--- config.mk ---
export PLATFORM = sky130hd
export DESIGN_NAME = cxd_sequencer
export DESIGN_NICKNAME = d
export VERILOG_FILES = /design/src/rtl/cxd_sequencer.sv
export SDC_FILE = /design/constraint.sdc
export NUM_CORES = 1
export LEC_CHECK = 0
export BUFFER_PORTS_ARGS = -buffer_cell sky130_fd_sc_hd__buf_2
export CELL_PAD_IN_SITES_DETAIL_PLACEMENT = 0
export CELL_PAD_IN_SITES_GLOBAL_PLACEMENT = 2
export CORE_MARGIN = 1.5
export CORE_UTILIZATION = 42
export CTS_BUF_LIST = sky130_fd_sc_hd__clkbuf_16
export DETAILED_ROUTE_END_ITERATION = 12
export GPL_TIMING_DRIVEN = 1
export PLACE_DENSITY = 0.9
export SKIP_CTS_REPAIR_TIMING = 1
export SLEW_MARGIN = 10
export SYNTH_ARGS = -nofsm -noshare
export SYNTH_HDL_FRONTEND = slang
export SYNTH_SLANG_ARGS = --single-unit
--- constraint.sdc ---
create_clock -name clk -period 16.6 [get_ports clk]
set_input_delay 1.66 -clock clk [delete_from_list [all_inputs] [get_ports clk]]
set_output_delay 1.66 -clock clk [all_outputs]
set_load 0.1 [all_outputs]
--- src/rtl/cxd_sequencer.sv ---
module cxd_sequencer #(
  parameter int SLOTS = 10,
  parameter int CXW   = 5,
  parameter int DEPTH = 16
) (
  input  logic                 clk,
  input  logic                 rst_n,
  input  logic [SLOTS-1:0]     in_vld,
  input  logic [SLOTS*CXW-1:0] in_cx,
  input  logic [SLOTS-1:0]     in_d,
  output logic                 in_ready,
  output logic                 out_valid,
  input  logic                 out_ready,
  output logic [CXW-1:0]       out_cx,
  output logic                 out_d
);
  localparam int AW = $clog2(DEPTH);
  localparam int CW = $clog2(DEPTH + 1);
  localparam int PW = CXW + 1;

  logic [PW-1:0] mem [DEPTH];
  logic [AW-1:0] wr_ptr, rd_ptr;
  logic [CW-1:0] count;
  logic [AW-1:0] slot_pos [SLOTS];
  logic [CW-1:0] n_new;
  logic          pop;

  always_comb begin
    logic [CW-1:0] acc;
    acc = '0;
    for (int i = 0; i < SLOTS; i++) begin
      slot_pos[i] = wr_ptr + acc[AW-1:0];
      if (in_vld[i]) acc = acc + CW'(1);
    end
    n_new = in_ready ? acc : '0;
  end

  assign in_ready  = count <= CW'(DEPTH - SLOTS);
  assign out_valid = count != '0;
  assign pop       = out_valid && out_ready;
  assign {out_cx, out_d} = mem[rd_ptr];

  always_ff @(posedge clk) begin
    if (in_ready)
      for (int i = 0; i < SLOTS; i++)
        if (in_vld[i]) mem[slot_pos[i]] <= {in_cx[i*CXW +: CXW], in_d[i]};
  end

  always_ff @(posedge clk) begin
    if (!rst_n) begin
      wr_ptr <= '0;
      rd_ptr <= '0;
      count  <= '0;
    end else begin
      wr_ptr <= wr_ptr + n_new[AW-1:0];
      rd_ptr <= rd_ptr + AW'(pop);
      count  <= count + n_new - CW'(pop);
    end
  end

  assert_no_overflow_R5: assert property (@(posedge clk) disable iff (!rst_n)
    count <= CW'(DEPTH));

  assert_stall_hold_R6: assert property (@(posedge clk) disable iff (!rst_n)
    out_valid && !out_ready |=> out_valid && $stable(out_cx) && $stable(out_d));

  assert_refused_burst_R4: assert property (@(posedge clk) disable iff (!rst_n)
    !in_ready |=> count <= $past(count));

  assert_empty_burst_R9: assert property (@(posedge clk) disable iff (!rst_n)
    in_vld == '0 && !pop |=> $stable(count));

  assert_no_gap_R3: assert property (@(posedge clk) disable iff (!rst_n)
    out_valid && !out_ready |=> out_valid);
endmodule

# == Yosys cells after proc, flatten, opt, wreduce, memory -nomap -nowiden ==
# Memories as Yosys holds them, arrays and structs flattened. A register that Yosys moved wholly into a read port is not among the register bits.
# Cells that the tools add are included.
# op_classes
n_reduce_logical,2
addsub,22
mux,42
magnitude_cmp,1
# ops
operator,count
$mux W5,10
$add A5 B1 Y5 const B,9
$add A4 B4 Y4,10
$mux W1,31
$add A5 B5 Y5,1
$le A5 B3 Y1 const B,1
$reduce_bool A5 Y1,1
$sub A5 B1 Y5,1
$add A4 B1 Y4,1
$mux W4,1
$logic_and A1 B1 Y1,1
# word_totals
reg_bits,13
memories,1
output_inout_bits,8
ram_bits,96
# mem_list
memory,words,word_bits,read_ports,rd_ports_with_merged_regs,write_ports,line,text
mem,16,6,1,1,10,21,logic [PW-1:0] mem [DEPTH];

# == Longest topological paths before layout ==
# depth
depth_word,22
depth_mapped,38

# == Worst setup path after synthesis ==
# OpenSTA, ideal clock, no wires.
# synth_path
path_type,input -> register
start,input port in_vld[0]
end,memory mem[15][0] (netlist bit) (enable)
path_slack_ps,8188
path_buffers,0
arrival_ps,8103
cell_stages,32
cell_sequence,ha_1 nor2b_1 or2_2 ha_1 nand2b_1 o21ai_0 inv_1 ha_1 nand2_1 o21ai_0 ha_1 nand2_1 o21a_1 nand2_1 ha_1 nand2b_1 o21a_1 ha_1 mux2_2 o31ai_1 inv_1 ha_1 nand2_1 o21ai_0 ha_1 a21o_1 a21oi_1 xnor2_1 xnor3_4 nand3_2 a21boi_4 nand3_1
# synth_lines
element,line,text
start: declaration,8,"input logic [SLOTS-1:0] in_vld,"
end: declaration,21,

==> Implementation_results.wiki <==
{| class="wikitable"
! Metric !! Value
|-
| Seq cells post-synth || 109
|-
| Root buf cell || sky130_fd_sc_hd__clkbuf_16
|-
| Net load switching power || 1.887 mW
|-
| Register share of total power || 0.181
|-
| Share of synthesized registers carrying an async set or reset || 0
|-
| Post-synth EDFFs || 96
|-
| Total core area || 40920 µm²
|-
| Leading cell type in the layout, fill and taps excluded || sky130_fd_sc_hd__nor2_1
|-
| Worst slew margin || 0.1598
|-
| Via count || 19120
|-
| Critical Path End Type || flip-flop
|-
| Starting Density || 0.4260
|-
| Post-synth top area cell || sky130_fd_sc_hd__edfxtp_1
|-
| Clock input transition at the sequential cells of the worst setup and hold paths || 0.07 ns
|-
| Area contributors post-synth || sky130_fd_sc_hd__edfxtp_1 (17%), sky130_fd_sc_hd__mux2i_1 (7.9%), sky130_fd_sc_hd__a211oi_1 (6.0%), sky130_fd_sc_hd__nor3_1 (4.5%), sky130_fd_sc_hd__mux4_2 (3.9%)
|-
| HP Class || flip-flop to flip-flop
|-
| Most common cell type on the critical path || sky130_fd_sc_hd__ha_1
|-
| Number of nets in the final layout || 2246
|-
| CP Class || input pin to flip-flop
|-
| Power density over cell area || 179.5 nW/µm²
|-
| LEAKAGE || 6.591 nW
|-
| Result of the run || finished clean
|-
| Synthesis-to-finish area growth || 5.217%
|-
| Number of diodes || 0
|-
| Area enclosed by the die boundary || 42740 µm²
|-
| Total nets after synthesis || 2338
|-
| Data required time of the critical path || 16.65 ns
|-
| Die width || 206.7 µm
|-
| Floorplan die height || 206.7 µm
|-
| Share of power burned in the clock network || 0.066
|-
| Pin count of the biggest net entering global routing || 66
|-
| First-pass iteration count of the detailed router || 6
|-
| Vias per inst || 7.211
|-
| Final hold violation count || 0
|-
| Detailed-placement wirelength estimate || 60750 µm
|-
| CTS HTree Levels || 3
|-
| Via count of the first global-routing pass || 16830
|-
| Quantity of I/O buffers inserted on ports || 80
|-
| Number of clock sinks || 109
|-
| Post-layout instance count excluding filler cells || 2652
|-
| # rows || 74
|-
| Average wire per cell in the routed design || 30.48 µm
|-
| Most frequently used flop master after synthesis || sky130_fd_sc_hd__edfxtp_1
|-
| Yosys top cell area share || 0.1654
|-
| Logic pwr share || 0.753
|-
| Number of maximum-capacitance violations || 0
|-
| CP top delay family || adder cells
|-
| Portion of the clock cycle consumed by the worst path in the final layout || 0.5699
|-
| Violation count after the first detailed-routing iteration || 3317
|-
| Placer's final routability congestion estimate || 1.008
|-
| Setup repair after global routing missed its margin || no
|-
| Bufs on Longest Clock Path || 2
|-
| Worst Slack Setup Final || 7.140 ns
|-
| Ports || 81
|-
| Count of unresolved DRC violations after routing || 0
|-
| Inst Count DP || 2637
|-
| Post-synthesis cell area || 17430 µm²
|-
| Final-layout setup total negative slack || 0 ns
|-
| Cell with the largest stage delay on the worst path || sky130_fd_sc_hd__xnor3_1
|-
| Mapped Cells || 2208
|-
| Crit start category || input pin
|-
| Sum of buffers and inverters on the critical path || 3
|-
| Worst vdd rail ir drop || 0.0001246 V
|-
| Sequential-to-total area share from yosys stat || 0.1803
|-
| Skew final || 0.005360 ns
|-
| Max Transition Viols Final || 0
|-
| FILL cells || 4124
|-
| Initial antenna violation count || 0
|-
| Clock tree from TritonCTS || built
|-
| Internal power || 1.407 mW
|-
| Share of final-layout standard cells stronger than drive strength 1 || 0.1425
|-
| FMAX || 105.7 MHz
|-
| CP Data Arrival Time || 9.51 ns
|-
| Clock network latency to the later pin of the worst-skew pair || 0.36 ns
|-
| Top library cells by usage in the layout, fill and taps aside || sky130_fd_sc_hd__nor2_1 (166), sky130_fd_sc_hd__nand2_1 (156), sky130_fd_sc_hd__nor3_1 (153), sky130_fd_sc_hd__a211oi_1 (139), sky130_fd_sc_hd__mux2i_1 (137)
|-
| Mean post-synth cell area || 7.896 µm²
|-
| Final critical path time including I/O delays and setup || 9.460 ns
|-
| Worst Max-Slew Pin Slew || 1.259 ns
|-
| Final count of negative-setup-slack endpoints || 0
|-
| Total area of multi-input combinational cells || 13220 µm²
|-
| Post-place setup slack || 6.861 ns
|-
| Total GRT Usage || 0.3715
|-
| CP max FO || 20
|-
| Share of the core filled with cells in the final layout || 0.4482
|-
| Post-synth cell types || 99
|-
| Residual antenna-violating net count after detailed routing || 0
|-
| Combined flip-flop and latch cell area || 3143 µm²
|-
| Sw Ratio || 0.5729
|-
| Global route total overflow || 0
|-
| Yosys warnings || 0
|-
| Global-route wire length before repair || 116500 µm
|-
| CP max stage delay || 0.61 ns
|-
| WL final || 80840 µm
|-
| PnR Total Power || 3.294 mW
|-
| TritonCTS buffer count || 9
|}
==> layout make-up <==
class                   instances  area share
well taps                     532     0.03629
clock inverters                 6    0.003820
repair buffers                125     0.04024
multi-input cells            1795      0.7205
inverters                      76     0.01555
flip-flops and latches        109      0.1713
clock buffers                   9     0.01228
==> power groups by stage <==
stage	clock, mW	combinational [mW]	sequential [mW]
3_3_place_gp	0	2.35	0.598
6_report	0.217	2.48	0.596
3_5_place_dp	0	2.38	0.602
2_1_floorplan	0	1.69	0.552
4_1_cts	0.219	2.39	0.596
5_1_grt	0.229	2.62	0.605
==> final timing paths <==
kind	from	end	slack, ns	cells past startpoint
worst max-delay path	in_vld[0]	mem[1][0]	7.14	33
worst min-delay path	rd_ptr[0]	rd_ptr[0]	0.59	2
worst max register to register	wr_ptr[1]	mem[10][4]	11.44	9
worst min register to register	rd_ptr[0]	rd_ptr[0]	0.59	2
==> kinds of logic after synthesis <==
family | after synthesis | synth area share
simple gates | 814 | 0.2386
compound gates | 670 | 0.2928
buf+inv | 304 | 0.06818
mux | 197 | 0.1369
flops | 109 | 0.1803
xor+xnor | 57 | 0.03796
fa+ha+maj | 57 | 0.04521
==> cells in the mapped netlist (32+ instances only) <==
master	instances
sky130_fd_sc_hd__mux2i_1	137
sky130_fd_sc_hd__ha_1	47
sky130_fd_sc_hd__clkbuf_1	179
sky130_fd_sc_hd__xnor2_1	32
sky130_fd_sc_hd__edfxtp_1	96
sky130_fd_sc_hd__or3_1	38
sky130_fd_sc_hd__o211ai_1	36
sky130_fd_sc_hd__a31oi_1	38
sky130_fd_sc_hd__nand2_1	156
sky130_fd_sc_hd__o31ai_1	59
sky130_fd_sc_hd__inv_1	73
sky130_fd_sc_hd__a221oi_1	56
sky130_fd_sc_hd__nor2_1	166
sky130_fd_sc_hd__o41ai_1	35
sky130_fd_sc_hd__nor3_1	157
sky130_fd_sc_hd__o21ai_0	55
sky130_fd_sc_hd__nand3_1	99
sky130_fd_sc_hd__a211oi_1	140
sky130_fd_sc_hd__a21oi_1	62
==> stage by stage <==
stage | hold WS (ns) | instance area (µm²)
5_1_grt | 0.6464 | 18340
3_5_place_dp | 0.5777 | 18030
6_report | 0.5878 | 18340
3_3_place_gp | 0.5714 | 18030
2_1_floorplan | 0.5553 | 17430
4_1_cts | 0.5947 | 18320
==> registers in the layout (all words and copies together), names as in the netlist <==
name and flops:
mem 96, count 5, rd_ptr 4, wr_ptr 4
==> per-layer routing <==
layer | part of all wire | wire length (µm) | vias up | GRT usage
met5 | 0 | 0 | - | 0
met4 | 0.045 | 3659 | 0 | 0.1274
met3 | 0.12 | 9484 | 233 | 0.07064
met2 | 0.43 | 34950 | 1330 | 0.5800
met1 | 0.41 | 32750 | 9098 | 0.5122
li1 | - | - | 8462 | -
==> worst reg2reg max path, cell delays in order, from the launching register on <==
cell                       delay [ns]
sky130_fd_sc_hd__dfxtp_1         0.30
sky130_fd_sc_hd__buf_4           0.20
sky130_fd_sc_hd__inv_1           0.58
sky130_fd_sc_hd__fa_1            0.58
sky130_fd_sc_hd__or4b_2          0.79
sky130_fd_sc_hd__nor3_1          0.98
sky130_fd_sc_hd__a211oi_1        0.27
sky130_fd_sc_hd__o41ai_1         0.73
sky130_fd_sc_hd__mux2i_1         0.24
sky130_fd_sc_hd__a221oi_1        0.31
Power figures use the tool's default switching activity.
